--- config.mk ---
export PLATFORM = sky130hd
export DESIGN_NAME = ctx_stack_unit
export DESIGN_NICKNAME = d
export VERILOG_FILES = /design/src/rtl/ctx_stack_pkg.sv /design/src/rtl/ctx_stack_store.sv /design/src/rtl/ctx_interlock.sv /design/src/rtl/ctx_stack_unit.sv
export SDC_FILE = /design/constraint.sdc
export NUM_CORES = 1
export LEC_CHECK = 0
export BUFFER_PORTS_ARGS = -buffer_cell sky130_fd_sc_hd__buf_2
export CAP_MARGIN = 20
export CORE_ASPECT_RATIO = 0.6
export CORE_MARGIN = 5
export CORE_UTILIZATION = 35
export CTS_CLUSTER_SIZE = 12
export DETAILED_ROUTE_END_ITERATION = 6
export GPL_TIMING_DRIVEN = 0
export PLACE_DENSITY_LB_ADDON = 0.1
export SLEW_MARGIN = 20
export SYNTH_ARGS = -nofsm -noshare
export SYNTH_HDL_FRONTEND = slang
export SYNTH_SLANG_ARGS = --single-unit
--- constraint.sdc ---
create_clock -name clk -period 6.83 [get_ports clk]
set_clock_uncertainty 0.15 [all_clocks]
set_input_delay 1.0245 -clock clk [delete_from_list [all_inputs] [get_ports clk]]
set_output_delay 1.0245 -clock clk [all_outputs]
set_load 0.02 [all_outputs]
--- src/rtl/ctx_stack_pkg.sv ---
package ctx_stack_pkg;

   // control codes presented with each instruction
   localparam logic [2:0] CTL_NEXT   = 3'd0;
   localparam logic [2:0] CTL_SWITCH = 3'd1;
   localparam logic [2:0] CTL_CALL   = 3'd2;
   localparam logic [2:0] CTL_ABORT  = 3'd3;
   localparam logic [2:0] CTL_RETURN = 3'd4;

   function automatic logic is_push_code(input logic [2:0] c);
      return (c == CTL_CALL) || (c == CTL_ABORT);
   endfunction

   function automatic logic is_flush_code(input logic [2:0] c);
      return (c == CTL_SWITCH) || (c == CTL_CALL) || (c == CTL_ABORT) || (c == CTL_RETURN);
   endfunction

endpackage

--- src/rtl/ctx_stack_store.sv ---
module ctx_stack_store #(
   parameter int DEPTH = 16,
   parameter int ENT_W = 8
) (
   input  logic                        clk,
   input  logic                        rst_n,
   input  logic                        push,
   input  logic                        pop,
   input  logic [ENT_W-1:0]            wr_ent,
   output logic [ENT_W-1:0]            top_ent,
   output logic [$clog2(DEPTH+1)-1:0]  level,
   output logic                        full,
   output logic                        empty
);
   localparam int PTR_W = $clog2(DEPTH);
   localparam int CNT_W = $clog2(DEPTH + 1);

   if (DEPTH < 2) begin : g_bad_depth
      $error("ctx_stack_store: DEPTH must be at least 2");
   end

   logic [ENT_W-1:0] mem [DEPTH];
   logic [PTR_W-1:0] ptr;
   logic [PTR_W-1:0] ptr_up;
   logic [PTR_W-1:0] ptr_dn;

   // circular youngest pointer: free wrap for powers of two, explicit otherwise
   if ((DEPTH & (DEPTH - 1)) == 0) begin : g_pow2
      assign ptr_up = ptr + 1'b1;
      assign ptr_dn = ptr - 1'b1;
   end else begin : g_mod
      assign ptr_up = (ptr == PTR_W'(DEPTH - 1)) ? '0 : ptr + 1'b1;
      assign ptr_dn = (ptr == '0) ? PTR_W'(DEPTH - 1) : ptr - 1'b1;
   end

   assign full    = (level == CNT_W'(DEPTH));
   assign empty   = (level == '0);
   assign top_ent = mem[ptr];

   always_ff @(posedge clk) begin
      if (push) begin
         if (full) mem[ptr]    <= wr_ent;
         else      mem[ptr_up] <= wr_ent;
      end
   end

   always_ff @(posedge clk) begin
      if (!rst_n) begin
         ptr   <= '0;
         level <= '0;
      end else if (push && !full) begin
         ptr   <= ptr_up;
         level <= level + 1'b1;
      end else if (pop && !empty) begin
         ptr   <= ptr_dn;
         level <= level - 1'b1;
      end
   end

   assert_level_bound_R8: assert property (@(posedge clk) disable iff (!rst_n)
      level <= CNT_W'(DEPTH));
   assert_full_hold_R8: assert property (@(posedge clk) disable iff (!rst_n)
      (push && full) |=> (level == $past(level)));
   assert_pop_step_R5: assert property (@(posedge clk) disable iff (!rst_n)
      (pop && !empty) |=> (level + 1'b1 == $past(level)));
   assert_push_step_R3: assert property (@(posedge clk) disable iff (!rst_n)
      (push && !full) |=> (level == $past(level) + 1'b1));
   assert_excl_ops_R10: assert property (@(posedge clk) disable iff (!rst_n)
      !(push && pop));

endmodule

--- src/rtl/ctx_interlock.sv ---
module ctx_interlock #(
   parameter int SPAN = 3
) (
   input  logic                       clk,
   input  logic                       rst_n,
   input  logic                       accept,
   input  logic                       is_cr,
   output logic [$clog2(SPAN+1)-1:0]  stall_now,
   output logic                       busy
);
   localparam int GW = $clog2(SPAN + 1);

   if (SPAN < 1) begin : g_bad_span
      $error("ctx_interlock: SPAN must be at least 1");
   end

   // instructions accepted since the last interlocked one, saturating at SPAN
   logic [GW-1:0] gap;
   logic [GW-1:0] hold;

   assign stall_now = (is_cr && (gap < GW'(SPAN))) ? (GW'(SPAN) - gap) : '0;
   assign busy      = (hold != '0);

   always_ff @(posedge clk) begin
      if (!rst_n) begin
         gap  <= GW'(SPAN);
         hold <= '0;
      end else if (accept) begin
         if (is_cr)                 gap <= GW'(1);
         else if (gap < GW'(SPAN))  gap <= gap + 1'b1;
         hold <= stall_now;
      end else if (hold != '0) begin
         hold <= hold - 1'b1;
      end
   end

   assert_hold_bound_R11: assert property (@(posedge clk) disable iff (!rst_n)
      hold < GW'(SPAN));
   assert_busy_drains_R11: assert property (@(posedge clk) disable iff (!rst_n)
      busy |=> (hold + 1'b1 == $past(hold)));
   assert_no_accept_busy_R12: assert property (@(posedge clk) disable iff (!rst_n)
      busy |-> !accept);

endmodule

--- src/rtl/ctx_stack_unit.sv ---
module ctx_stack_unit
   import ctx_stack_pkg::*;
#(
   parameter int              PC_W     = 32,
   parameter int              LB_W     = 5,
   parameter int              VER_W    = 3,
   parameter logic [VER_W-1:0] VERSION = 1,
   parameter int              DEPTH    = 16,
   parameter int              SOFT_MAX = 12,
   parameter int              SPAN     = 3,
   parameter logic [PC_W-1:0] TRAP_VEC = 'h40
) (
   input  logic                       clk,
   input  logic                       rst_n,
   input  logic                       in_valid,
   input  logic [2:0]                 ctl,
   input  logic [PC_W-1:0]            tgt_pc,
   input  logic [PC_W-1:0]            ret_pc,
   input  logic                       cur_user,
   input  logic                       cur_traps,
   input  logic [LB_W-1:0]            cur_lbase,
   output logic                       out_valid,
   output logic [PC_W-1:0]            next_pc,
   output logic                       nx_user,
   output logic                       nx_traps,
   output logic [LB_W-1:0]            nx_lbase,
   output logic [VER_W-1:0]           nx_ver,
   output logic                       flush,
   output logic                       trap_req,
   output logic                       stack_err,
   output logic [$clog2(SPAN+1)-1:0]  stall_cnt,
   output logic                       busy
);
   localparam int ENT_W = PC_W + VER_W + LB_W + 2;
   localparam int CNT_W = $clog2(DEPTH + 1);
   localparam int SW    = $clog2(SPAN + 1);

   if (SOFT_MAX < 1 || SOFT_MAX >= DEPTH) begin : g_bad_soft
      $error("ctx_stack_unit: SOFT_MAX must lie in 1..DEPTH-1");
   end
   if (PC_W < 2 || LB_W < 1 || VER_W < 1) begin : g_bad_width
      $error("ctx_stack_unit: field widths too small");
   end

   // frame layout: {pc, version, user, traps, lbase}
   logic [ENT_W-1:0]  wr_ent, top_ent;
   logic [PC_W-1:0]   t_pc;
   logic [VER_W-1:0]  t_ver;
   logic              t_user, t_traps;
   logic [LB_W-1:0]   t_lbase;
   logic [CNT_W-1:0]  level;
   logic              full, empty;
   logic              accept, do_push, do_ret, ret_soft, do_pop, is_cr;
   logic [SW-1:0]     stall_now;

   assign wr_ent = {ret_pc, VERSION, cur_user, cur_traps, cur_lbase};
   assign {t_pc, t_ver, t_user, t_traps, t_lbase} = top_ent;

   assign accept   = in_valid && !busy;
   assign do_push  = accept && is_push_code(ctl);
   assign do_ret   = accept && (ctl == CTL_RETURN);
   assign ret_soft = do_ret && !empty && (level > CNT_W'(SOFT_MAX)) && t_traps;
   assign do_pop   = do_ret && !empty && !ret_soft;
   assign is_cr    = do_push || do_ret;

   ctx_stack_store #(.DEPTH(DEPTH), .ENT_W(ENT_W)) u_store (
      .clk     (clk),
      .rst_n   (rst_n),
      .push    (do_push),
      .pop     (do_pop),
      .wr_ent  (wr_ent),
      .top_ent (top_ent),
      .level   (level),
      .full    (full),
      .empty   (empty)
   );

   ctx_interlock #(.SPAN(SPAN)) u_ilock (
      .clk       (clk),
      .rst_n     (rst_n),
      .accept    (accept),
      .is_cr     (is_cr),
      .stall_now (stall_now),
      .busy      (busy)
   );

   always_ff @(posedge clk) begin
      if (!rst_n) begin
         out_valid <= 1'b0;
         next_pc   <= '0;
         nx_user   <= 1'b0;
         nx_traps  <= 1'b0;
         nx_lbase  <= '0;
         nx_ver    <= '0;
         flush     <= 1'b0;
         trap_req  <= 1'b0;
         stack_err <= 1'b0;
         stall_cnt <= '0;
      end else begin
         out_valid <= accept;
         flush     <= 1'b0;
         trap_req  <= 1'b0;
         stack_err <= 1'b0;
         if (accept) begin
            stall_cnt <= stall_now;
            flush     <= is_flush_code(ctl);
            next_pc   <= tgt_pc;
            nx_user   <= cur_user;
            nx_traps  <= cur_traps;
            nx_lbase  <= cur_lbase;
            nx_ver    <= VERSION;
            if (do_push) begin
               stack_err <= full;
               if (ctl == CTL_ABORT) begin
                  nx_user  <= 1'b0;
                  nx_traps <= 1'b0;
               end
            end else if (do_ret) begin
               if (empty) begin
                  next_pc  <= TRAP_VEC;
                  trap_req <= 1'b1;
               end else if (ret_soft) begin
                  stack_err <= 1'b1;
               end else begin
                  next_pc  <= t_pc;
                  nx_user  <= t_user;
                  nx_traps <= t_traps;
                  nx_lbase <= t_lbase;
                  nx_ver   <= t_ver;
               end
            end
         end
      end
   end

   assert_abort_kernel_R4: assert property (@(posedge clk) disable iff (!rst_n)
      (accept && ctl == CTL_ABORT) |=> (!nx_user && !nx_traps && out_valid));
   assert_underflow_trap_R6: assert property (@(posedge clk) disable iff (!rst_n)
      (accept && ctl == CTL_RETURN && empty) |=> (trap_req && next_pc == TRAP_VEC && empty));
   assert_soft_fault_R7: assert property (@(posedge clk) disable iff (!rst_n)
      ret_soft |=> (stack_err && level == $past(level)));
   assert_next_quiet_R9: assert property (@(posedge clk) disable iff (!rst_n)
      (accept && ctl == CTL_NEXT) |=> (!flush && !trap_req && !stack_err));
   assert_flush_codes_R9: assert property (@(posedge clk) disable iff (!rst_n)
      (accept && ctl != CTL_NEXT && ctl <= CTL_RETURN) |=> flush);
   assert_single_pulse_R13: assert property (@(posedge clk) disable iff (!rst_n)
      out_valid |-> $past(in_valid));
   assert_pulses_qualified_R13: assert property (@(posedge clk) disable iff (!rst_n)
      (flush || trap_req || stack_err) |-> out_valid);

endmodule

## Word-level counts from Yosys, hierarchy flattened

Memories as Yosys holds them, arrays and structs flattened. A register that Yosys moved wholly into a read port is not among the register bits.
Index checks and enable logic that the tools add are counted.

| operators by class | value |
|---|---|
| $add $sub $neg | 7 |
| magnitude comparators | 2 |
| eq/ne operators | 5 |
| mux-type cells | 47 |
| bitwise logic cells | 3 |
| reductions and logical operators | 28 |

Operator list:

| operator | count |
|---|---|
| $mux 32 | 4 |
| $mux 39 | 1 |
| $reduce_or 39->1 | 1 |
| $mux 5 | 6 |
| $mux 1 | 22 |
| $mux 4 | 5 |
| $mux 3 | 4 |
| $logic_and 1x1->1 | 10 |
| $mux 2 | 5 |
| $reduce_bool 2->1 | 4 |
| $eq 3x2->1 const B | 2 |
| $add 5x1->5 const B | 1 |
| $eq 5x5->1 const B | 1 |
| $gt 5x4->1 const B | 1 |
| $logic_not 5->1 | 1 |
| $logic_or 1x1->1 | 5 |
| $sub 5x1->5 const B | 1 |
| $add 4x1->4 const B | 1 |
| $logic_not 1->1 | 4 |
| $reduce_and 2->1 | 2 |
| $reduce_or 4->1 | 1 |
| $sub 4x1->4 const B | 1 |
| $eq 3x1->1 const B | 1 |
| $eq 3x3->1 const B | 1 |
| other kinds (5) | 7 |

| storage, ports and cells | value |
|---|---|
| register bits after elaboration | 61 |
| RAM bits | 624 |
| input bits | 77 |
| output and inout bits | 49 |
| word-level logic and storage cells | 107 |
| memories kept | 1 |

Memories:

| memory | words | width | rd ports | clocked after Yosys merged registers in | write ports | line | RTL |
|---|---|---|---|---|---|---|---|
| u_store.mem | 16 | 39 | 1 | 1 | 1 | ctx_stack_store.sv:22 | `logic [ENT_W-1:0] mem [DEPTH];` |

## Longest topological paths before layout

| depth | value |
|---|---|
| depth after elaboration | 14 |
| depth in mapped cells | 13 |
| depth with buffers taken out | 12 |

## Modules after synthesis

Synthesis repeated with hierarchy kept, for this count alone.

| unflattened totals | value |
|---|---|
| cell total of the unflattened synthesis | 1,362 |
| area, all modules | 28,765.1 um^2 |

Modules (own cells, without submodules):

| module | instances | cells each | area an instance (um^2) |
|---|---|---|---|
| ctx_stack_store | 1 | 1,070 | 26,271.4 |
| ctx_stack_unit | 1 | 265 | 2,253.4 |
| ctx_interlock | 1 | 27 | 240.2 |

## Least setup slack after synthesis

Ideal clock, no wire load.

| path | value |
|---|---|
| kind | input-to-reg |
| from | input port ctl[2] |
| to | memory u_store.mem[2][0] (netlist name), enable pin |
| setup time | 0.435 ns |
| data arrival time | 4.001 ns |
| data required time | 6.245 ns |
| path slack | 2.244 ns |
| stages | 8 |
| buffers on the path | 1 |
| cell sequence | and4b_1 -> clkbuf_1 -> o21ai_2 -> inv_2 -> nand2_1 -> a21boi_1 -> or2_2 -> nor2_1 |

| on the way | value |
|---|---|
| word-level cells in the longest chain between the ends | 7 |
| elaborated cells between the ends (all ways) | 11 |

Ends and longest elaborated chain:

| item | line | RTL |
|---|---|---|
| from (decl) | ctx_stack_unit.sv:16 | `input logic [2:0] ctl,` |
| $eq 3x2->1 | ctx_stack_pkg.sv:11 | `return (c == CTL_CALL) \|\| (c == CTL_ABORT);` |
| $logic_or 1x1->1 (*) | ctx_stack_pkg.sv:11 |  |
| $logic_and 1x1->1 (*) | ctx_stack_unit.sv:60 | `assign do_push = accept && is_push_code(ctl);` |
| $mux 1 | ctx_stack_store.sv:41 | `if (push) begin` |
| $mux 1 (implied by the code) | ctx_stack_store.sv:43 | `else mem[ptr_up] <= wr_ent;` |
| $reduce_or 39->1 (no source line) | n/a |  |
| $mux 4 (no source line) / $mux 1 (equally long branches) | n/a |  |
| to (decl) | ctx_stack_store.sv:22 |  |

Every way passes the cells marked *; elsewhere a longest branch is shown, timed or not.

## Final worst setup path

| path | value |
|---|---|
| from | register u_ilock.hold[0] |
| to | memory u_store.mem[15][11] (netlist name), enable pin |

| on the way | value |
|---|---|
| word-level cells in the longest chain between the ends | 8 |
| elaborated cells between the ends (all ways) | 11 |

Ends and longest elaborated chain:

| item | line | RTL |
|---|---|---|
| from (decl) | ctx_interlock.sv:19 | `logic [GW-1:0] hold;` |
| from (signal assigned) | ctx_interlock.sv:31 | `hold <= stall_now;` |
| from (signal assigned) | ctx_interlock.sv:33 | `hold <= hold - 1'b1;` |
| $reduce_bool 2->1 (*) | ctx_interlock.sv:22 | `assign busy = (hold != '0);` |
| $logic_not 1->1 (*) | ctx_stack_unit.sv:59 | `assign accept = in_valid && !busy;` |
| $logic_and 1x1->1 (*) | ctx_stack_unit.sv:59 |  |
| $logic_and 1x1->1 (*) | ctx_stack_unit.sv:60 |  |
| $mux 1 | ctx_stack_store.sv:41 |  |
| $mux 1 (implied by the code) | ctx_stack_store.sv:43 |  |
| $reduce_or 39->1 (no source line) | n/a |  |
| $mux 4 (no source line) / $mux 1 (equally long branches) | n/a |  |

Marks and branches as above.

==> impl_summary.txt <==
----------------------------------------------------
[Worst setup path]
  CP required ... 7.04 ns
  Setup crit end kind ... flip-flop
  Worst path arrival time ... 4.36 ns
  Maximum cell stage delay along the critical path ... 0.76 ns
  Worst r2r dst ... u_store.mem[15][11]
  Reg2Reg Launch Point ... u_ilock.hold[0]
  Library cell appearing most often on the critical path ... buf_16
  Worst setup SP type ... flip-flop
  Cell chain of the critical path ... inv_1 -> ha_1 -> and4b_1 -> clkbuf_1 -> o21ai_2 -> inv_2 -> o21ai_0 -> mux2_2 -> a32oi_1 -> nor2_4 -> buf_16 -> buf_16 -> buf_16
  Register-to-Register Setup Slack ... 2.69 ns
  Count of cells along the worst register-to-register path ... 13
  Cell type of the slowest stage on the worst timing path ... a32oi_1
  Startpoint-to-endpoint class of the critical path ... flip-flop to flip-flop
  Crit-path max FO ... 12

[Clock tree]
  Root Buffer Master ... clkbuf_16
  Latest clock arrival within the worst-skew pair ... 0.62 ns
  Number of buffers on the longest clock path ... 3
  TritonCTS clock tree ... yes
  Post-CTS Repair Setup Buffers ... 0
  Clk sinks ... just under 700
  Clock-pin slew reported for the worst setup and hold paths after clock tree synthesis ... around 0.070 ns
  CTS HTree Levels ... 3
  Count of instances resized after the clock tree is built ... 0
  Number of buffers added by the clock tree synthesis step ... 71
  Hold bufs inserted after CTS ... 0

[Pwr]
  Switching share of power ... 0.243
  Lkg Pwr ... roughly 10 nW
  Internal power component ... about 7.2 mW
  P_sw ... between 2 and 2.5 mW
  Power per standard cell area ... 298 mW/mm^2
  Worst supply voltage drop on vdd ... about 170 uV
  Part of the total power dissipated in sequential elements ... 0.495
  Logic gate share of total power ... 0.106
  Clock network fraction of total power ... 0.398

[Routing]
  DRC violations left ... 0
  Total via count after detailed routing ... 14,600
  DR WL met2 ... between 30,000 and 40,000 microns
  Total wire length ... slightly below 80,000 microns
  DRT met1 WL ... between 30,000 and 40,000 microns
  First-pass iteration count of the detailed router ... 5
  DR top layer ... met5
  Number of nets with antenna violations after detailed routing ... 0
  DRT iter0 DRCs ... about 1,300
  Amount of wire on met3 after detailed routing ... between 4000 and 5000 microns
  Wire length per cell ... between 20 and 30 microns
  Detail-routed via count per cell ... approximately 5.4

[Die]
  Die extent in x ... around 370 microns
  # rows ... slightly below 80
  Height of the die ... 225 microns
  Overall die area ... slightly above 0.08 sq mm
  Placeable core area ... between 0.07 and 0.08 sq mm
  Initial Util ... 0.355
  Number of primary I/O pins ... ~130

[Min path]
  Hold depth ... 1
  Worst min-delay path class ... flip-flop to flip-flop
  Endpoint of the worst hold path ... nx_ver[0]
  Hold wc startpoint ... nx_ver[0]

[Yosys]
  Synth async-reset ratio ... 0
  Count of flip-flops with a built-in enable after synthesis ... between 600 and 700
  Biggest area contributors in the synthesized netlist ... edfxtp_1 (70%), mux4_2 (13%), dfxtp_1 (4.7%)
  Post-Syn Area ... ~0.027 sq mm
  Number of synthesized register bits ... 687
  Netlist cell types ... 58
  Number of cells produced by synthesis ... roughly 1,400
  Sequential-to-total area share from yosys stat ... 0.742
  Count of synthesis-stage warnings from yosys ... 0
  Most used flip-flop cell after synthesis ... edfxtp_1
  Share of Yosys cell area claimed by the top area cell type ... 0.695
  Avg Synthesized Cell Area ... between 15 and 20 sq um
  Leading cell type by number of instances after synthesis ... edfxtp_1
  Cell type with the highest aggregate area in the netlist ... edfxtp_1
  Commonest cells in the synthesized netlist ... edfxtp_1 (624), mux4_2 (150), o21ai_0 (101)

[Final layout]
  Number of nets at the end of the flow ... between 1,500 and 2,000
  Area overhead of the layout relative to synthesis ... 18.7%
  Ratio of cells with drive above 1 in the final layout ... 0.276
  Post-route cell area ... 0.0320 sq mm

[Global route]
  First-pass GRT wire length ... 110,000 microns
  Initial antenna violation count ... 3
  Number of global-route vias before repair ... between 10,000 and 15,000
  Overflow left after global routing ... 0
  Combined global-route utilization of all metal layers ... 0.186
  Maximum number of pins on one net before global-route repair ... 19

[STA]
  RSZ-0062 raised after global routing ... no
  Tcrit/Tclk final ... 0.607
  Headroom to the max-slew limit ... 0.276
  Worst slack on hold paths ... approximately 0.33 ns
  Fin. max-slew vios ... 0
  Max Freq ... about 240 MHz
  Slack of the critical path ... ~2.7 ns
  Final min period ... 4.14 ns
  Finish-stage setup viols ... 0
  Setup TNS ... 0 ns
  Hold Vio Cnt, Final ... 0
  Worst-margin pin slew ... between 1 and 1.5 ns

[Outcome]
  Result of the run ... complete, no violations

[Flow run]
  Reported max-cap violation count ... 0

[Placed design]
  Post-Place Worst Slack ... approximately 2.2 ns
  PortBufs ... 122
  Area post-placement ... a little under 0.03 sq mm
  Weighted congestion at the end of routability-driven global placement ... 0.739
  Post-DP HPWL ... 52,600 microns

----------------------------------------------------
[cells in the final DEF, fill, tap and decap left out, drive strengths merged, types with 4 or more instances in the layout]
cell	count
a221oi	30
and2	9
mux4	150
o21a	4
a21oi	15
ha	10
o221ai	5
nand2	26
clkbuf	154
mux2i	56
o21ai	104
o211ai	4
nor2	37
edfxtp	624
a22oi	30
xnor2	4
clkinv	12
inv	14
nand2b	5
a211oi	37
dfxtp	63
a31oi	4
nor2b	15
nand3	13
nor3	14
buf	199
[power by group through the flow]
stage          clock [mW]  combinational [mW]  sequential [mW]
6_report             3.80                1.01             4.72
5_1_grt              4.07                1.09             4.73
4_1_cts              3.88                1.03             4.72
3_5_place_dp            0                1.02             4.81
3_3_place_gp            0               0.990             4.81
2_1_floorplan           0               0.527             4.86
[kinds of logic after synthesis]
group	count (synthesis)	synth area share
muxes	208	0.147
DFF	687	0.742
and+or+nand+nor	132	0.0241
buffers and inverters	103	0.0180
adders and majority gates	11	0.00539
AOI/OAI and AO/OA	247	0.0619
other	1	0.000139
xor gates and xnor gates	4	0.00130
[flip-flops by register name (all words and copies together), names as in the netlist, 2 cells and up, named ones only]
signal / flops
u_store.mem: 624
next_pc: 32
nx_lbase: 5
u_store.level: 5
u_store.ptr: 4
stall_cnt: 2
u_ilock.gap: 2
u_ilock.hold: 2
[area by class of cell]
type                    instances  area [sq um]
plain buffers                  89           434
well taps                    1000          1250
flip-flops and latches        687         20000
inverters                      14          52.6
multi-input cells             604          6590
fillers                      6697         43900
diodes                          2          5.00
clock buffers                 108          2060
clock inverters                16           161
repair buffers                156          1430
[worst max path at each step]
stage | cells past startpoint | to | slack (ns) | startpoint
after floorplan | 8 | u_store.mem[2][0] | 2.24 | ctl[2]
after global placement | 9 | u_store.mem[8][12] | -0.83 | in_valid
after detailed placement | 12 | u_store.mem[15][15] | 2.15 | ctl[2]
after CTS | 13 | u_store.mem[15][15] | 2.75 | u_ilock.hold[0]
after global routing | 13 | u_store.mem[15][11] | 2.49 | u_ilock.hold[1]
final | 13 | u_store.mem[15][11] | 2.69 | u_ilock.hold[0]
[per-stage QoR]
stage                      util  total power [mW]  cells
final                     0.421              9.53   2676
after global placement    0.379              5.80   2516
after detailed placement  0.392              5.83   2550
after floorplan               -              5.39   1394
after CTS                 0.421              9.63   2674
after global routing      0.421              9.89   2675
[critical path: cells and delay by family, from the launching register on]
family                   cells  cell delay, ns
AO/OA/AOI/OAI                3            1.18
adder cells (fa/ha/maj)      1            0.21
buffers and inverters        6            1.25
flip-flops                   1            0.31
multiplexers                 1            0.29
AND/OR/NAND/NOR              2            0.46
[per-layer routing]
| metal | track usage | vias to the layer above |
|---|---|---|
| li1 | - | 6259 |
| met5 | 0 | - |
| met1 | 0.295 | 7743 |
| met4 | 0.0410 | 2 |
| met2 | 0.262 | 459 |
| met3 | 0.0404 | 99 |
Note: power is estimated with default switching activity, not from simulation.
